File: config.mk
export PLATFORM = sky130hd
export DESIGN_NAME = pulse_irq_reg
export DESIGN_NICKNAME = d
export VERILOG_FILES = /design/src/rtl/pir_pkg.sv /design/src/rtl/pir_edge_sense.sv /design/src/rtl/pir_status_bank.sv /design/src/rtl/pir_irq_drive.sv /design/src/rtl/pulse_irq_reg.sv
export SDC_FILE = /design/constraint.sdc
export NUM_CORES = 1
export LEC_CHECK = 0
export ABC_AREA = 1
export BUFFER_PORTS_ARGS = -buffer_cell sky130_fd_sc_hd__buf_2
export CORE_AREA = 2 2 39 41
export CTS_CLUSTER_DIAMETER = 30
export DETAILED_ROUTE_END_ITERATION = 8
export DIE_AREA = 0 0 41 43
export GPL_ROUTABILITY_DRIVEN = 0
export PLACE_DENSITY = 0.72
export SKIP_CTS_REPAIR_TIMING = 1
export SLEW_MARGIN = 20
export SYNTH_ARGS = -nofsm -noshare
export SYNTH_HDL_FRONTEND = slang
export SYNTH_SLANG_ARGS = --single-unit
File: constraint.sdc
create_clock -name clk -period 1.08 [get_ports clk]
set_input_delay 0.108 -clock clk [delete_from_list [all_inputs] [get_ports clk]]
set_output_delay 0.108 -clock clk [all_outputs]
set_load 0.05 [all_outputs]
File: src/rtl/pir_pkg.sv
package pir_pkg;
   localparam int unsigned REG_W    = 8;
   localparam int unsigned SUM_BIT  = 7;   // pending summary on read
   localparam int unsigned OP_BIT   = 7;   // set(1)/clear(0) select on write
   localparam int unsigned MAX_SRC  = 7;

   typedef struct packed {
      logic             rd;
      logic             wr;
      logic [REG_W-1:0] wdata;
   } pir_bus_t;
endpackage

File: src/rtl/pir_edge_sense.sv
module pir_edge_sense #(
   parameter int unsigned SYNC_STAGES = 2
) (
   input  logic clk,
   input  logic rst_n,
   input  logic tick,
   input  logic pin_n,
   output logic fell
);
   localparam int unsigned LAST = SYNC_STAGES - 1;

   if (SYNC_STAGES < 2) begin : g_bad_stages
      $error("pir_edge_sense: SYNC_STAGES must be at least 2");
   end

   logic [SYNC_STAGES-1:0] chain_q;
   logic                   prev_q;

   always_ff @(posedge clk or negedge rst_n) begin
      if (!rst_n) chain_q[0] <= 1'b1;
      else        chain_q[0] <= pin_n;
   end

   for (genvar s = 1; s < SYNC_STAGES; s++) begin : g_sync
      always_ff @(posedge clk or negedge rst_n) begin
         if (!rst_n) chain_q[s] <= 1'b1;
         else        chain_q[s] <= chain_q[s-1];
      end
   end

   always_ff @(posedge clk or negedge rst_n) begin
      if (!rst_n)    prev_q <= 1'b1;
      else if (tick) prev_q <= chain_q[LAST];
   end

   assign fell = tick & prev_q & ~chain_q[LAST];

   // a line held low cannot produce two detections in a row of enables
   a_r3_single_fall: assert property (@(posedge clk) disable iff (!rst_n)
      fell |=> !prev_q);
endmodule

File: src/rtl/pir_status_bank.sv
module pir_status_bank
   import pir_pkg::*;
#(
   parameter int unsigned NUM_SRC  = 5,
   parameter int unsigned FLAG_BIT = 4
) (
   input  logic               clk,
   input  logic               rst_n,
   input  logic               tick,
   input  logic               fell,
   input  pir_bus_t           bus,
   output logic [NUM_SRC-1:0] status,
   output logic [NUM_SRC-1:0] mask
);
   if (FLAG_BIT >= NUM_SRC) begin : g_bad_flag
      $error("pir_status_bank: FLAG_BIT outside the status field");
   end

   logic [NUM_SRC-1:0] status_q, mask_q, set_vec, sel;
   logic               rd_go, wr_go;
   logic               unused_bits;

   assign rd_go       = tick & bus.rd;
   assign wr_go       = tick & bus.wr;
   assign sel         = bus.wdata[NUM_SRC-1:0];
   assign unused_bits = ^bus.wdata;

   for (genvar b = 0; b < NUM_SRC; b++) begin : g_src
      if (b == FLAG_BIT) begin : g_flag
         assign set_vec[b] = fell;
      end else begin : g_absent
         assign set_vec[b] = 1'b0;
      end
   end

   always_ff @(posedge clk or negedge rst_n) begin
      if (!rst_n) begin
         status_q <= '0;
      end else if (tick) begin
         status_q <= set_vec | (status_q & {NUM_SRC{~rd_go}});
      end
   end

   always_ff @(posedge clk or negedge rst_n) begin
      if (!rst_n) begin
         mask_q <= '0;
      end else if (wr_go) begin
         if (bus.wdata[OP_BIT]) mask_q <= mask_q | sel;
         else                   mask_q <= mask_q & ~sel;
      end
   end

   assign status = status_q;
   assign mask   = mask_q;

   a_r5_edge_beats_read: assert property (@(posedge clk) disable iff (!rst_n)
      fell |=> status_q[FLAG_BIT]);

   a_r4_read_empties: assert property (@(posedge clk) disable iff (!rst_n)
      (tick && bus.rd && !fell) |=> (status_q == '0));

   a_r10_idle_hold: assert property (@(posedge clk) disable iff (!rst_n)
      !tick |=> ($stable(status_q) && $stable(mask_q)));

   a_r8_mask_set: assert property (@(posedge clk) disable iff (!rst_n)
      (tick && bus.wr && bus.wdata[OP_BIT]) |=>
         ((mask_q & $past(sel)) == $past(sel)));

   a_r11_only_flag: assert property (@(posedge clk) disable iff (!rst_n)
      (status_q & ~(NUM_SRC'(1) << FLAG_BIT)) == '0);
endmodule

File: src/rtl/pir_irq_drive.sv
module pir_irq_drive #(
   parameter int unsigned NUM_SRC = 5
) (
   input  logic               clk,
   input  logic               rst_n,
   input  logic               tick,
   input  logic               rd_clr,
   input  logic [NUM_SRC-1:0] status,
   input  logic [NUM_SRC-1:0] mask,
   output logic               irq_n
);
   logic irq_q;
   logic live;

   assign live = |(status & mask);

   always_ff @(posedge clk or negedge rst_n) begin
      if (!rst_n)    irq_q <= 1'b0;
      else if (tick) irq_q <= live & ~rd_clr;
   end

   assign irq_n = ~irq_q;

   a_r6_raise_late: assert property (@(posedge clk) disable iff (!rst_n)
      (tick && !rd_clr && live) |=> !irq_n);

   a_r6_masked_quiet: assert property (@(posedge clk) disable iff (!rst_n)
      (tick && !live) |=> irq_n);

   a_r9_drop_on_read: assert property (@(posedge clk) disable iff (!rst_n)
      (tick && rd_clr) |=> irq_n);
endmodule

File: src/rtl/pulse_irq_reg.sv
module pulse_irq_reg
   import pir_pkg::*;
#(
   parameter int unsigned NUM_SRC     = 5,
   parameter int unsigned FLAG_BIT    = 4,
   parameter int unsigned SYNC_STAGES = 2
) (
   input  logic             clk,
   input  logic             rst_n,
   input  logic             pclk_en,
   input  logic             flag_n,
   input  logic             rd_stb,
   input  logic             wr_stb,
   input  logic [REG_W-1:0] wr_data,
   output logic [REG_W-1:0] rd_data,
   output logic             irq_n
);
   localparam logic [REG_W-1:0] LIVE_BITS =
      REG_W'((1 << NUM_SRC) - 1) | REG_W'(1 << SUM_BIT);

   if (NUM_SRC < 1 || NUM_SRC > MAX_SRC) begin : g_bad_width
      $error("pulse_irq_reg: NUM_SRC must be within 1..7");
   end
   if (FLAG_BIT >= NUM_SRC) begin : g_bad_flag
      $error("pulse_irq_reg: FLAG_BIT must be below NUM_SRC");
   end

   logic               fell;
   logic [NUM_SRC-1:0] status, mask;
   pir_bus_t           bus;

   assign bus.rd    = rd_stb;
   assign bus.wr    = wr_stb;
   assign bus.wdata = wr_data;

   pir_edge_sense #(.SYNC_STAGES(SYNC_STAGES)) u_edge (
      .clk   (clk),
      .rst_n (rst_n),
      .tick  (pclk_en),
      .pin_n (flag_n),
      .fell  (fell)
   );

   pir_status_bank #(.NUM_SRC(NUM_SRC), .FLAG_BIT(FLAG_BIT)) u_bank (
      .clk    (clk),
      .rst_n  (rst_n),
      .tick   (pclk_en),
      .fell   (fell),
      .bus    (bus),
      .status (status),
      .mask   (mask)
   );

   pir_irq_drive #(.NUM_SRC(NUM_SRC)) u_irq (
      .clk    (clk),
      .rst_n  (rst_n),
      .tick   (pclk_en),
      .rd_clr (rd_stb),
      .status (status),
      .mask   (mask),
      .irq_n  (irq_n)
   );

   always_comb begin
      rd_data                = '0;
      rd_data[NUM_SRC-1:0]   = status;
      rd_data[SUM_BIT]       = |(status & mask);
   end

   a_r11_quiet_bits: assert property (@(posedge clk) disable iff (!rst_n)
      (rd_data & ~LIVE_BITS) == '0);

   a_r7_summary_irq: assert property (@(posedge clk) disable iff (!rst_n)
      (pclk_en && !rd_stb && rd_data[SUM_BIT]) |=> !irq_n);
endmodule

==> results of run 1 <==
layer usage:
metal | track usage (%) | up-vias | wire length (um)
li1 | - | 257 | -
met1 | 18.5 | 203 | 502
met2 | 15.9 | 12 | 536
met3 | 4.71 | 2 | 46
met4 | 10.0 | 0 | 6
met5 | 0 | - | 0
cell type report:
cell class	count	share of cell area, %
sequential	14	41.6
multi-input combinational	41	22.1
tap	16	2.31
timing repair buffer	28	26.6
clock buffer	4	3.03
inverter	10	4.47
worst paths after layout:
path                                           to  slack, ns               from  cells after the start
max in group asynchronous       u_edge.chain_q[0]       0.55              rst_n                      2
worst min register to register  u_edge.chain_q[1]       0.36  u_edge.chain_q[0]                      0
min in group asynchronous               async pin       0.24              rst_n                      2
worst min-delay path                u_edge.prev_q       0.08            pclk_en                      3
worst max-delay path                   rd_data[7]      -0.25           register                      4
worst max register to register        u_irq.irq_q       0.09           register                      5
logic make-up after synthesis:
family / count (synthesis) / synth area share [%]
buffers and inverters: 13 / 10.5
other: 1 / 0.643
AND/OR/NAND/NOR: 32 / 21.7
flip-flops: 14 / 60.7
AO/OA/AOI/OAI: 7 / 6.44
critical path, cell delays in order (launching register included):
cell and delay (ns):
dfrtp_1 0.41, nand2_2 0.08, nand3_2 0.08, or2_4 0.23
buf_8 0.15
power groups by stage:
| stage | Combinational [mW] | Sequential, mW | Clock, mW |
|---|---|---|---|
| 4_1_cts | 0.176 | 0.600 | 0.315 |
| 3_5_place_dp | 0.175 | 0.609 | 0 |
| 6_report | 0.243 | 0.606 | 0.298 |
| 3_3_place_gp | 0.173 | 0.608 | 0 |
| 5_1_grt | 0.265 | 0.610 | 0.339 |
| 2_1_floorplan | 0.115 | 0.622 | 0 |
layout by cell type, fill, tap and decap left out, types with 2 or more instances in the layout:
cell / Yosys / routed
o21ai_1: 5 / 5
dlygate4sd3_1: 0 / 2
dfrtp_1: 11 / 6
dfrtp_2: 0 / 5
buf_4: 3 / 5
buf_6: 0 / 4
dfstp_2: 3 / 3
clkbuf_4: 0 / 4
buf_8: 0 / 4
nand2_2: 1 / 6
inv_1: 9 / 9
nor2_1: 4 / 4
conb_1: 1 / 2
buf_2: 0 / 12
nand2_1: 25 / 20
==> metrics.txt, run 1 <==
Tot Pwr=1.15 mW; Area after DPL=713 um2; failing checks=negative setup slack; fillers=127; CP startpoint kind=register; Layout Utilization=62.7%; DR DRC count=0; worst hold-check path type=input pin to register; Setup-failing EPs final=1; Layout Nets=112; Leak=0.461 nW; Syn. warnings=0; io pins=23; f_max=749 MHz; Port Buf Inserts=18; syn_area_per_cell=8.70 um2; final slew viol count=0; Yosys top cell by area=dfrtp_1; EDFF count, synth=0; first-pass detailed-route iteration total=4; Synth Register Bits=14; Cell Pwr Density=1320 mW/mm2; Finished Layout Cells=113; post-synth top area share=47.2%; CTS sink cnt=14; Initial Utilization=42.1%; vias in the first global route=357; Remaining Overflow, GRT=0; Fin Setup TNS=-0.255 ns; Logic pwr share=21.1%; die area=0.00176 mm2; Worst Skew=0.00227 ns; Switch Pwr=0.317 mW; WP data arrival=1.23 ns; count of cell types in the netlist=14; Critical Setup Path Class=register to primary output; synthesized instance count=67; Area growth syn-to-layout=48.7%; post-synthesis async set-or-reset flop share=100%; Post-Layout Inst Area=867 um2; Post-synth top flop=dfrtp_1; Tmin final=1.33 ns; CTS tree=built; via count=474; Post-Route WL=1090 um; fraction of power consumed by sequential logic=52.8%; total core area=0.00138 mm2; CP max FO=2; Final period util=124%; Max Cap Violations=0; VDD IR max=0.000698 V; Post-synth top cells=nand2_1, dfrtp_1, inv_1, o21ai_1, nor2_1; Clock H-tree levels=1; layout cell share with drive strength beyond 1=47.4%; post-synthesis cell area=583 um2; largest net degree at the start of global routing=15; antenna-violating nets left=0; Rows=14; Worst setup EP type=primary output; DP Wirelength=755 um; register area=360 um2; Worst-path clk slew=0.08 ns; status=complete, but fails checks; initial antenna violation count=0; drt wl/cell=9.66 um; Die Y=43 um; Hold Vio Cnt, Final=0; n_diodes=0; Iteration-0 DRC Markers=5; first-pass GRT wire length=1480 um; Clk pwr share=26.0%; via density per instance=4.19; Hold WS=0.0799 ns; Critical Path RT=0.97 ns; Multi-input gate area=191 um2; RSZ-0062 raised after global routing=yes; die width=41 um; post-route worst setup slack=-0.255 ns; placed instance count=103; internal power=0.830 mW; clk_lat worst skew=0.27 ns; CTS Buf Count=3; All-Layer GR Usage=13.2%; Switching Fraction=27.6%; most numerous cell in the Yosys netlist=nand2_1; worst-case clock buffer depth=2; clock tree root driver cell=clkbuf_4; Place WS=0.0128 ns; post-synthesis sequential area ratio=60.7%; synth top area cells=dfrtp_1, nand2_1, dfstp_2
No activity file was read; power rests on OpenSTA's default activity.
==> run 2: changes to the inputs <==
==> constraint.sdc (replaced) <==
create_clock -name clk -period 1.7 [get_ports clk]
set_input_delay 0.17 -clock clk [delete_from_list [all_inputs] [get_ports clk]]
set_output_delay 0.17 -clock clk [all_outputs]
set_load 0.05 [all_outputs]
==> run 2 against run 1 <==
Net effect: highest routed layer unchanged; cell area decreased by 17%; final cell count down 7.1%; setup slack better by 0.47 ns; critical endpoint unchanged; the flow now finishes without violations; first-iteration DRC count grew to 3.8 times the previous value; die area stayed put; sequential share of layout area up 7.6 points; power shrank 41%.
==> metrics.txt, run 2 (same netlist as run 1, synthesis figures left out) <==
status=complete, no violations; Iteration-0 DRC Markers=19 (+14); first-pass GRT wire length=1740 um (+17%); Post-Route WL=1040 um (-4.4%); Rows=14 (unchanged); highest routed layer=met4; f_max=672 MHz; worst hold-check path type=input pin to register; RSZ-0062 raised after global routing=no; DR WL met2=588 um (+9.7%); via count=459 (-3.2%); Remaining Overflow, GRT=0 (unchanged); first-pass detailed-route iteration total=4 (unchanged); largest net degree at the start of global routing=15 (unchanged); clock tree root driver cell=clkbuf_4; die width=41 um (unchanged); slowest stage cell, crit path=dfrtp_1; CP max FO=2 (unchanged); antenna-violating nets left=0 (unchanged); Critical Path RT=1.53 ns (+0.56 ns); clk_lat worst skew=0.28 ns (about the same); CTS Buf Count=3 (unchanged); Hold Vio Cnt, Final=0 (unchanged); fillers=141 (+11%); Die Y=43 um (unchanged); DR DRC count=0 (unchanged); vias in the first global route=431 (+21%); Initial Utilization=42.1% (unchanged); drt wl/cell=9.94 um (+2.9%); io pins=23 (unchanged); Fin Setup TNS=0 ns (+0.255 ns); Cell Chain, Critical Path=nand2_1, nand3_1, or2_2, buf_2; Port Buf Inserts=18 (unchanged); most common cell after layout, fill and taps aside=nand2_1; DP Wirelength=846 um (+12%); Metal-1 WL=404 um (-20%); CP startpoint kind=register; commonest cells after routing, fill and taps aside=nand2_1, buf_2, dfrtp_1, inv_1, o21ai_1; n_diodes=0 (unchanged); Area growth syn-to-layout=23.6%; final slew viol count=0 (unchanged); via density per instance=4.37 (+4.2%); total core area=0.00138 mm2 (unchanged); VDD IR max=0.000410 V (-41%); Leak=0.407 nW (-12%); Layout Nets=104 (-7.1%); initial antenna violation count=0 (unchanged); Tot Pwr=0.681 mW (-41%); Final period util=87.5%; CTS sink cnt=14 (unchanged); Worst Skew=0.00979 ns (+0.00752 ns); Critical Setup Path Class=register to primary output; Setup-failing EPs final=0 (-1); Cell Pwr Density=945 mW/mm2 (-29%); metal3 WL=39 um (-15%); Worst-path clk slew=0.09 ns (about the same); Tmin final=1.49 ns; All-Layer GR Usage=15.6% (+2.4 points); layout cell share with drive strength beyond 1=30.3% (-17 points); worst-case clock buffer depth=2 (unchanged); Clock H-tree levels=1 (unchanged); Max Cap Violations=0 (unchanged); Worst setup EP type=primary output; die area=0.00176 mm2 (unchanged); WP data arrival=1.32 ns (+0.09 ns); CTS tree=built; Crit path largest cell delay=0.40 ns (about the same)
==> run 2: cell count changes in the layout (fill, tap and decap cells not counted), moves of 4 or more <==
cell and delta:
buf_8 -4, nand2_1 +5, buf_2 +6, buf_6 -4
dfrtp_2 -5, buf_4 -5, nand2_2 -5, dfrtp_1 +5
==> run 2: stage by stage <==
step | setup slack, ns | util (%) | cells | instance area, um2 | hold WS [ns]
after floorplan | 0.327 | - | 68 | 587 | -0.126
after CTS | 0.192 | 50.6 | 103 | 701 | -0.232
after global placement | 0.527 | 48.7 | 99 | 674 | 0.0711
after detailed placement | 0.505 | 48.7 | 99 | 674 | 0.0769
after global routing | 0.127 | 52.1 | 105 | 721 | 0.138
final | 0.212 | 52.1 | 105 | 721 | 0.146
==> run 2: path summary, 6_finish.rpt <==
check                      depth (start not counted)                end  slack [ns]              start
setup reg to reg                                   4        u_irq.irq_q        0.82           register
min in group asynchronous                          2   u_bank.status[0]        0.31              rst_n
hold / removal                                     3           register        0.15         wr_data[2]
setup / recovery                                   4         rd_data[7]        0.21           register
max in group asynchronous                          2  u_edge.chain_q[1]        1.09              rst_n
hold reg to reg                                    0  u_edge.chain_q[1]        0.36  u_edge.chain_q[0]
==> run 2: cell type report <==
class                   count  area (um2)  area share, %
flip-flops and latches     14         354           49.1
inverters                  10        38.8           5.38
well taps                  16        20.0           2.78
clock buffers               4        26.3           3.65
multi-input cells          41         171           23.8
repair buffers             20         110           15.3
==> run 2: critical path, delay by kind of cell, from the launching register on <==
family / cells / cell delay (ns)
buffers and inverters: 1 / 0.21
and+or+nand+nor: 3 / 0.44
DFF: 1 / 0.40
==> run 2: metal layers <==
metal  global-route usage, %  up-vias
li1                        -      239
met1                    18.0      203
met2                    23.8       15
met3                    1.57        2
met4                    14.0        0
met5                       0        -
==> run 2: where the power goes <==
| part | internal [mW] | switching (mW) |
|---|---|---|
| logic | 0.0347 | 0.0734 |
| registers | 0.365 | 0.0168 |
| clock network | 0.0909 | 0.100 |
| total | 0.490 | 0.191 |
